===== src/rtl/errlog_pkg.sv =====
// Package: errlog_pkg
// Shared widths, register bit positions and record types for the
// first-error capture register. Assumes a 32-bit register image.
package errlog_pkg;
    localparam int REG_W     = 32;
    localparam int REQ_W     = 4;
    localparam int ETYPE_W   = 2;

    // Bit positions that software decodes
    localparam int FIRST_BIT = 0;
    localparam int MULTI_BIT = 1;
    localparam int ETYPE_LSB = 2;
    localparam int CMD_BIT   = 4;
    localparam int SIDE_BIT  = 5;
    localparam int REQ_LSB   = 8;
    localparam int EN_BIT    = 16;

    // Details carried by one fault report
    typedef struct packed {
        logic [REQ_W-1:0]   req_id;
        logic               cmd_wr;
        logic [ETYPE_W-1:0] etype;
    } err_info_t;

    // Captured record: report details plus the side it came from
    typedef struct packed {
        err_info_t info;
        logic      south;
    } err_rec_t;
endpackage


===== src/rtl/errlog_select.sv =====
// Module: errlog_select
// Merges the two side report ports into one candidate record per cycle.
// North wins when both sides report together; `both` tells the recorder
// that a second fault was seen in the same cycle. Purely combinational.
module errlog_select
    import errlog_pkg::*;
(
    input  logic      n_valid,
    input  err_info_t n_info,
    input  logic      s_valid,
    input  err_info_t s_info,
    output logic      any,
    output logic      both,
    output err_rec_t  win
);
    // Pick the winning report and flag coincident reports
    always_comb begin
        any  = n_valid | s_valid;
        both = n_valid & s_valid;
        if (n_valid) begin
            win.info  = n_info;
            win.south = 1'b0;
        end else begin
            win.info  = s_info;
            win.south = 1'b1;
        end
    end
endmodule


===== src/rtl/errlog_record.sv =====
// Module: errlog_record
// Holds the first-fault flag, the overflow flag and the captured record.
// Assumes rd_clr is a one-cycle pulse that clears the flags at the edge.
// A fault on that edge is judged against the cleared flags.
module errlog_record
    import errlog_pkg::*;
(
    input  logic     clk,
    input  logic     rst_n,
    input  logic     err_any,
    input  logic     err_both,
    input  err_rec_t err_win,
    input  logic     rd_clr,
    output logic     first_q,
    output logic     multi_q,
    output err_rec_t rec_q
);
    logic first_base;
    logic multi_base;

    // Flag values after any clear requested this cycle
    always_comb begin
        first_base = rd_clr ? 1'b0 : first_q;
        multi_base = rd_clr ? 1'b0 : multi_q;
    end

    // Capture the first fault, flag later ones, apply read clears
    always_ff @(posedge clk) begin
        if (!rst_n) begin
            first_q <= 1'b0;
            multi_q <= 1'b0;
            rec_q   <= '0;
        end else if (err_any && !first_base) begin
            first_q <= 1'b1;
            multi_q <= err_both;
            rec_q   <= err_win;
        end else if (err_any) begin
            first_q <= first_base;
            multi_q <= 1'b1;
        end else begin
            first_q <= first_base;
            multi_q <= multi_base;
        end
    end

    assert_first_capture_R2: assert property (@(posedge clk) disable iff (!rst_n)
        (err_any && !first_q) |=> (first_q && rec_q == $past(err_win)));

    assert_hold_fields_R3: assert property (@(posedge clk) disable iff (!rst_n)
        (err_any && first_q && !rd_clr) |=> (multi_q && $stable(rec_q)));

    assert_clear_flags_R4: assert property (@(posedge clk) disable iff (!rst_n)
        (rd_clr && !err_any) |=> (!first_q && !multi_q && $stable(rec_q)));

    assert_clear_then_log_R5: assert property (@(posedge clk) disable iff (!rst_n)
        (rd_clr && err_any && !err_both) |=> (first_q && !multi_q));

    assert_north_wins_R6: assert property (@(posedge clk) disable iff (!rst_n)
        (err_both && !first_q) |=> (first_q && multi_q && !rec_q.south));
endmodule


===== src/rtl/errlog_regif.sv =====
// Module: errlog_regif
// Register port: assembles the read image, turns a read into a clear
// pulse, holds the reporting enable and drives the level interrupt.
// Assumes one access per cycle; reg_wr chooses write over read.
module errlog_regif
    import errlog_pkg::*;
(
    input  logic             clk,
    input  logic             rst_n,
    input  logic             sel,
    input  logic             wr,
    input  logic [REG_W-1:0] wdata,
    input  logic             err_any,
    input  logic             first_q,
    input  logic             multi_q,
    input  err_rec_t         rec_q,
    output logic [REG_W-1:0] rdata,
    output logic             rd_clr,
    output logic             irq
);
    logic en_q;
    logic unused_wdata;

    assign unused_wdata = ^{wdata[REG_W-1:EN_BIT+1], wdata[EN_BIT-1:0]};

    // Read strobe becomes the flag clear pulse
    always_comb rd_clr = sel & ~wr;

    // Build the read image; reserved bits stay zero
    always_comb begin
        rdata = '0;
        rdata[EN_BIT]                        = en_q;
        rdata[REQ_LSB +: REQ_W]              = rec_q.info.req_id;
        rdata[SIDE_BIT]                      = rec_q.south;
        rdata[CMD_BIT]                       = rec_q.info.cmd_wr;
        rdata[ETYPE_LSB +: ETYPE_W]          = rec_q.info.etype;
        rdata[MULTI_BIT]                     = multi_q;
        rdata[FIRST_BIT]                     = first_q;
    end

    // Reporting enable updates only on writes
    always_ff @(posedge clk) begin
        if (!rst_n) en_q <= 1'b0;
        else if (sel && wr) en_q <= wdata[EN_BIT];
    end

    // Level interrupt from enable and flags
    always_comb irq = en_q & (first_q | multi_q);

    assert_write_keeps_status_R7: assert property (@(posedge clk) disable iff (!rst_n)
        (sel && wr && !err_any) |=> ($stable(first_q) && $stable(multi_q) && $stable(rec_q)));

    assert_irq_drops_after_read_R9: assert property (@(posedge clk) disable iff (!rst_n)
        (rd_clr && !err_any) |=> !irq);

    assert_irq_masked_R10: assert property (@(posedge clk) disable iff (!rst_n)
        (sel && wr && !wdata[EN_BIT]) |=> !irq);
endmodule


===== src/rtl/errlog_status_reg.sv =====
// Module: errlog_status_reg
// Top of the first-error capture register. Wires the side merger, the
// record keeper and the register port together. Assumes the report
// strobes are single-cycle and synchronous to clk.
module errlog_status_reg
    import errlog_pkg::*;
(
    input  logic               clk,
    input  logic               rst_n,
    input  logic               north_err,
    input  logic [REQ_W-1:0]   north_req_id,
    input  logic               north_cmd_wr,
    input  logic [ETYPE_W-1:0] north_etype,
    input  logic               south_err,
    input  logic [REQ_W-1:0]   south_req_id,
    input  logic               south_cmd_wr,
    input  logic [ETYPE_W-1:0] south_etype,
    input  logic               reg_sel,
    input  logic               reg_wr,
    input  logic [REG_W-1:0]   reg_wdata,
    output logic [REG_W-1:0]   reg_rdata,
    output logic               irq
);
    err_info_t n_info;
    err_info_t s_info;
    err_rec_t  win;
    err_rec_t  rec_q;
    logic      any;
    logic      both;
    logic      rd_clr;
    logic      first_q;
    logic      multi_q;

    // Pack side report fields
    always_comb begin
        n_info = '{req_id: north_req_id, cmd_wr: north_cmd_wr, etype: north_etype};
        s_info = '{req_id: south_req_id, cmd_wr: south_cmd_wr, etype: south_etype};
    end

    errlog_select u_select (
        .n_valid (north_err),
        .n_info  (n_info),
        .s_valid (south_err),
        .s_info  (s_info),
        .any     (any),
        .both    (both),
        .win     (win)
    );

    errlog_record u_record (
        .clk      (clk),
        .rst_n    (rst_n),
        .err_any  (any),
        .err_both (both),
        .err_win  (win),
        .rd_clr   (rd_clr),
        .first_q  (first_q),
        .multi_q  (multi_q),
        .rec_q    (rec_q)
    );

    errlog_regif u_regif (
        .clk     (clk),
        .rst_n   (rst_n),
        .sel     (reg_sel),
        .wr      (reg_wr),
        .wdata   (reg_wdata),
        .err_any (any),
        .first_q (first_q),
        .multi_q (multi_q),
        .rec_q   (rec_q),
        .rdata   (reg_rdata),
        .rd_clr  (rd_clr),
        .irq     (irq)
    );
endmodule


===== config.mk =====
export PLATFORM = sky130hd
export DESIGN_NAME = errlog_status_reg
export DESIGN_NICKNAME = d
export VERILOG_FILES = /design/src/rtl/errlog_pkg.sv /design/src/rtl/errlog_select.sv /design/src/rtl/errlog_record.sv /design/src/rtl/errlog_regif.sv /design/src/rtl/errlog_status_reg.sv
export SDC_FILE = /design/constraint.sdc
export NUM_CORES = 1
export LEC_CHECK = 0
export BUFFER_PORTS_ARGS = -buffer_cell sky130_fd_sc_hd__buf_2
export CAP_MARGIN = 5
export CORE_ASPECT_RATIO = 1.25
export CORE_UTILIZATION = 30
export DETAILED_ROUTE_END_ITERATION = 12
export PLACE_DENSITY = 0.75
export SLEW_MARGIN = 15
export SYNTH_ARGS = -nofsm -noshare
export SYNTH_HDL_FRONTEND = slang
export SYNTH_SLANG_ARGS = --single-unit

===== constraint.sdc =====
create_clock -name clk -period 1 [get_ports clk]
set_clock_uncertainty 0.1 [all_clocks]
set_input_delay 0.1 -clock clk [delete_from_list [all_inputs] [get_ports clk]]
set_output_delay 0.1 -clock clk [all_outputs]
set_load 0.005 [all_outputs]

**Word-level counts from Yosys, hierarchy flattened**

Cells that the tools add are included.

- Register bits: 11
- Bits of input ports: 52
- Output and inout bits: 33
- Logic and storage cells: 23

- Mux-type cells: 6
- Bitwise gates (word level): 6
- Reductions and logical operators: 4

Operators with widths:

| kind | count |
|---|---|
| 2-to-1 mux 8 bit | 1 |
| 2-to-1 mux 1 bit | 5 |
| bitwise AND 1 bit | 3 |
| nonzero test 3 bit | 1 |
| logical AND 1 bit | 2 |
| OR 1 bit | 2 |
| zero test 1 bit | 1 |
| inverter 1 bit | 1 |

**Logic depth before layout (Yosys ltp)**

- Depth in word-level cells: 6
- Gate-level depth with buffers: 4
- Mapped depth without buffers: 3

**Cells and area by module**

A second synthesis with hierarchy kept.

- Cell total of the unflattened synthesis: 95
- Area, all modules: 854.6 um2

By module, submodules not included:

| module | instances | cells an instance | area an instance (um2) | seq. area each (um2) |
|---|---|---|---|---|
| errlog_record | 1 | 44 | 419.2 | 200.2 |
| errlog_regif | 1 | 40 | 301.5 | 20.0 |
| errlog_select | 1 | 11 | 133.9 | 0.0 |

**Worst setup path before layout**

OpenSTA, ideal clock, no wires.

- Path kind: register to register
- From: reg u_record.first_q
- To: reg, netlist name u_record.rec_q[0]
- Setup time: 119 ps
- Arrival time: 754 ps
- Required time: 781 ps
- Slack: 27 ps
- Cell stages (with the launch flop): 3
- Path buffers: 0
- Period minus slack after synthesis: 973 ps
- Cell sequence: dfxtp_1 > and2_2 > o221a_2

- Cells in the longest elaborated chain, start to end: 3

RTL lines:

| what | line | source |
|---|---|---|
| start, declared | errlog_record.sv:14 | `output logic first_q,` |
| start signal, assigned | errlog_record.sv:38 | `first_q <= first_base;` |
| start signal, assigned | errlog_record.sv:41 | `first_q <= first_base;` |
| 2-to-1 mux 1 bit | errlog_record.sv:23 | `first_base = rd_clr ? 1'b0 : first_q;` |
| zero test 1 bit | errlog_record.sv:33 | `end else if (err_any && !first_base) begin` |
| logical AND 1 bit | errlog_record.sv:33 |  |

No other way between the ends.
A chain may end at the register's enable or synchronous reset.

**Final worst setup path**

- From: reg u_record.first_q
- To: out irq

- Cells in the longest elaborated chain, start to end: 2

RTL lines:

| what | line | source |
|---|---|---|
| OR 1 bit | errlog_regif.sv:48 | `always_comb irq = en_q & (first_q \| multi_q);` |
| bitwise AND 1 bit | errlog_regif.sv:48 |  |
| end, declared | errlog_status_reg.sv:22 | `output logic irq` |

No other way between the ends.

==> results.ini <==
[run_status]
status = complete, but fails checks
violations = negative setup slack

[grt]
grt_pass1_wl_mm = 2.16
grt_max_degree = 20
antenna_found_initial = 0
grt_use_total_pct = 11.6
globalRouteOverflowTotal = 0
grt_pass1_vias = 554

[setup_path]
slowest_stage = dfxtp_2
startpoint = u_record.first_q
crit_cells = 3
r2r_slack_ps = -40
r2r-start = u_record.first_q
crit_path_max_fanout = 2
max_stage_delay_ps = 320
crit_type = flop to output pin
regToRegEndpoint = u_record.rec_q[0]
cp-endpoint = irq
required_ps = 800
endpoint_kind = output pin
crit_buf_inv = 2
startpoint_type = flop
crit_family = flip-flops
rr_worst_depth = 4
arrival_ps = 970
cp_cell_sequence = buf_6 > o21a_1 > buf_2

[cts]
root_buffer = clkbuf_4
cts.clk_slew.worst_paths_ps = 70
cts.sinks = 11
tritoncts = done
clkLatencyLatePin_ps = 260
cts_buffers = 3
cts_max_path_buffers = 2
htree_levels = 1

[power_and_ir_drop]
netSwitchingPower_w = 0.000292
p_clk_share_pct = 28.0
p_seq_share_pct = 45.9
p_int_w = 0.000781
vdd_drop_max_uv = 518
power_switching_share_pct = 27.2
power_w = 0.00107
p_per_area_nw_per_um2 = 1140
p_comb_share_pct = 26.1
power.leakage_nw = 0.506

[floorplanning]
die_area_sq_um = 2710
rows = 19
die_h_um = 58.0
core_sq_um = 2280
boundaryPins = 85
die_w_um = 46.8
initial_core_util_pct = 32.9

[synthesis]
ys_seq_area_share_pct = 29.3
yosys_warnings = 0
postSynthCellCount = 86
syn_area_sq_um = 752
synth_cell_type_count = 21
ys_ff_latch = 11
syn_area_per_cell_sq_um = 8.74

[cells_and_area]
drive_gt1_share_pct = 45.9
final_cells = 153
area_growth_pct = 25.5
n_antenna_cell = 0
multi_input_area_sq_um = 420
nNetsFinal = 175
num-fill-cells = 249
seq_area_sq_um = 221

[timing]
setup_ws_ps = -169
final.period_utilization_pct = 117
rsz0062_at_grt = yes
hold_viol_final = 0
timing.fmax_mhz = 856
slew_violations = 0
setup-violations-final = 12
min_period_ps = 1170

[route]
drcViolationCount = 0
route.antenna.remaining_nets = 0
vias = 650
avgRoutedWirePerCell_um = 9.83
drtIter0Drc = 2
routed_wirelength_mm = 1.50
viasPerCell = 4.25
firstDrtPassIters = 4

[placed_design]
hpwl_mm = 1.14
gp_congestion = 0.680
dp.cells = 146
dp_slack_ps = -133
io_buffers = 32

[hold_path]
hold_class = primary input to flop

[run]
drv_cap = 0

==> cells in the mapped netlist (all sizes together) <==
| library cell | instances | share of area (%) |
|---|---|---|
| a21boi | 2 | 2.0 |
| o21a | 1 | 1.0 |
| a21oi | 1 | 0.66 |
| nand2 | 18 | 9.0 |
| a21o | 1 | 1.0 |
| a22oi | 1 | 1.0 |
| nand3 | 1 | 0.66 |
| o22ai | 1 | 0.83 |
| mux2i | 7 | 9.3 |
| buf | 28 | 28 |
| o31a | 1 | 1.2 |
| nor2 | 1 | 0.50 |
| dfxtp | 11 | 29 |
| mux2 | 7 | 10 |
| and2 | 1 | 1.0 |
| nand2b | 1 | 1.8 |
| o221a | 1 | 1.5 |
| inv | 1 | 0.50 |
| conb | 1 | 0.50 |
==> cell type report <==
class | count | share of cell area, %
Clock buffer | 4 | 2.79
Inverter | 1 | 0.398
Multi-Input combinational cell | 66 | 44.6
Sequential cell | 11 | 23.5
Tap cell | 31 | 4.11
Timing Repair Buffer | 40 | 24.7
==> layer usage <==
metal	vias up	routed length (um)	track usage, %
li1	309	-	-
met1	299	514	9.81
met2	38	847	21.4
met3	4	109	2.80
met4	0	34	8.57
met5	-	0	0
==> worst min-delay path: cells and delay by family <==
family / cells / cell delay (ps)
compound gates: 1 / 70
buf+inv: 1 / 110
simple gates: 1 / 70
==> worst min path at each step <==
stage | depth (start not counted) | slack [ps] | start | endpoint
after floorplan | 1 | 130 | south_err | u_record.first_q
after global placement | 3 | 270 | reg_wdata[16] | u_regif.en_q
after detailed placement | 3 | 280 | reg_wdata[16] | u_regif.en_q
after CTS | 3 | 30 | reg_wr | u_regif.en_q
after global routing | 3 | 40 | reg_wr | u_regif.en_q
final | 3 | 30 | reg_wr | u_regif.en_q
==> registers in the layout, indices dropped and copies added, names as in the netlist <==
signal / count
u_regif.en_q: 1
u_record.rec_q: 8
u_record.first_q: 1
u_record.multi_q: 1
==> through the flow <==
stage | hold WS, ps | TNS, ps | util (%) | area, sq um
6_report | 34.5 | -642 | 41.3 | 943
3_5_place_dp | 281 | -936 | 37.4 | 855
5_1_grt | 36.1 | -1030 | 41.3 | 943
4_1_cts | 27.5 | -772 | 41.3 | 943
3_3_place_gp | 269 | -840 | 37.4 | 855
2_1_floorplan | 132 | 0 | - | 827
==> what timing repair did <==
| item | CTS | global route |
|---|---|---|
| hold endpoints to repair | 1 | 0 |
| hold buffers | 1 | 0 |
| buffers inserted | 2 | 0 |
| gates cloned | 0 | 0 |
| gates resized for setup | 10 | 0 |
| pin swaps | 3 | 1 |
| endpoints found under the setup margin | 10 | 13 |
==> power by group through the flow <==
stage,logic (W),registers [W],clock network (W)
final,0.000280,0.000492,0.000300
after CTS,0.000282,0.000492,0.000324
after global routing,0.000314,0.000496,0.000336
after global placement,0.000240,0.000500,0
after detailed placement,0.000249,0.000501,0
after floorplan,0.000212,0.000506,0
==> placed cells by master (no fill, tap or decap), drive strengths merged, types with 2 or more instances in the layout <==
| master | count |
|---|---|
| nand2 | 18 |
| clkbuf | 4 |
| buf | 39 |
| dfxtp | 11 |
| a21boi | 2 |
| mux2 | 7 |
| mux2i | 7 |
| conb | 21 |
==> kinds of logic (layout without fill, tap and decap cells) <==
logic type | after synthesis | in the layout | share of synthesized area, %
flops | 11 | 11 | 29.3
compound gates | 9 | 9 | 9.15
simple gates | 22 | 22 | 13.0
mux | 14 | 14 | 19.8
other cells | 1 | 21 | 0.499
buf+inv | 29 | 45 | 28.3
No activity file was read; power rests on OpenSTA's default activity.
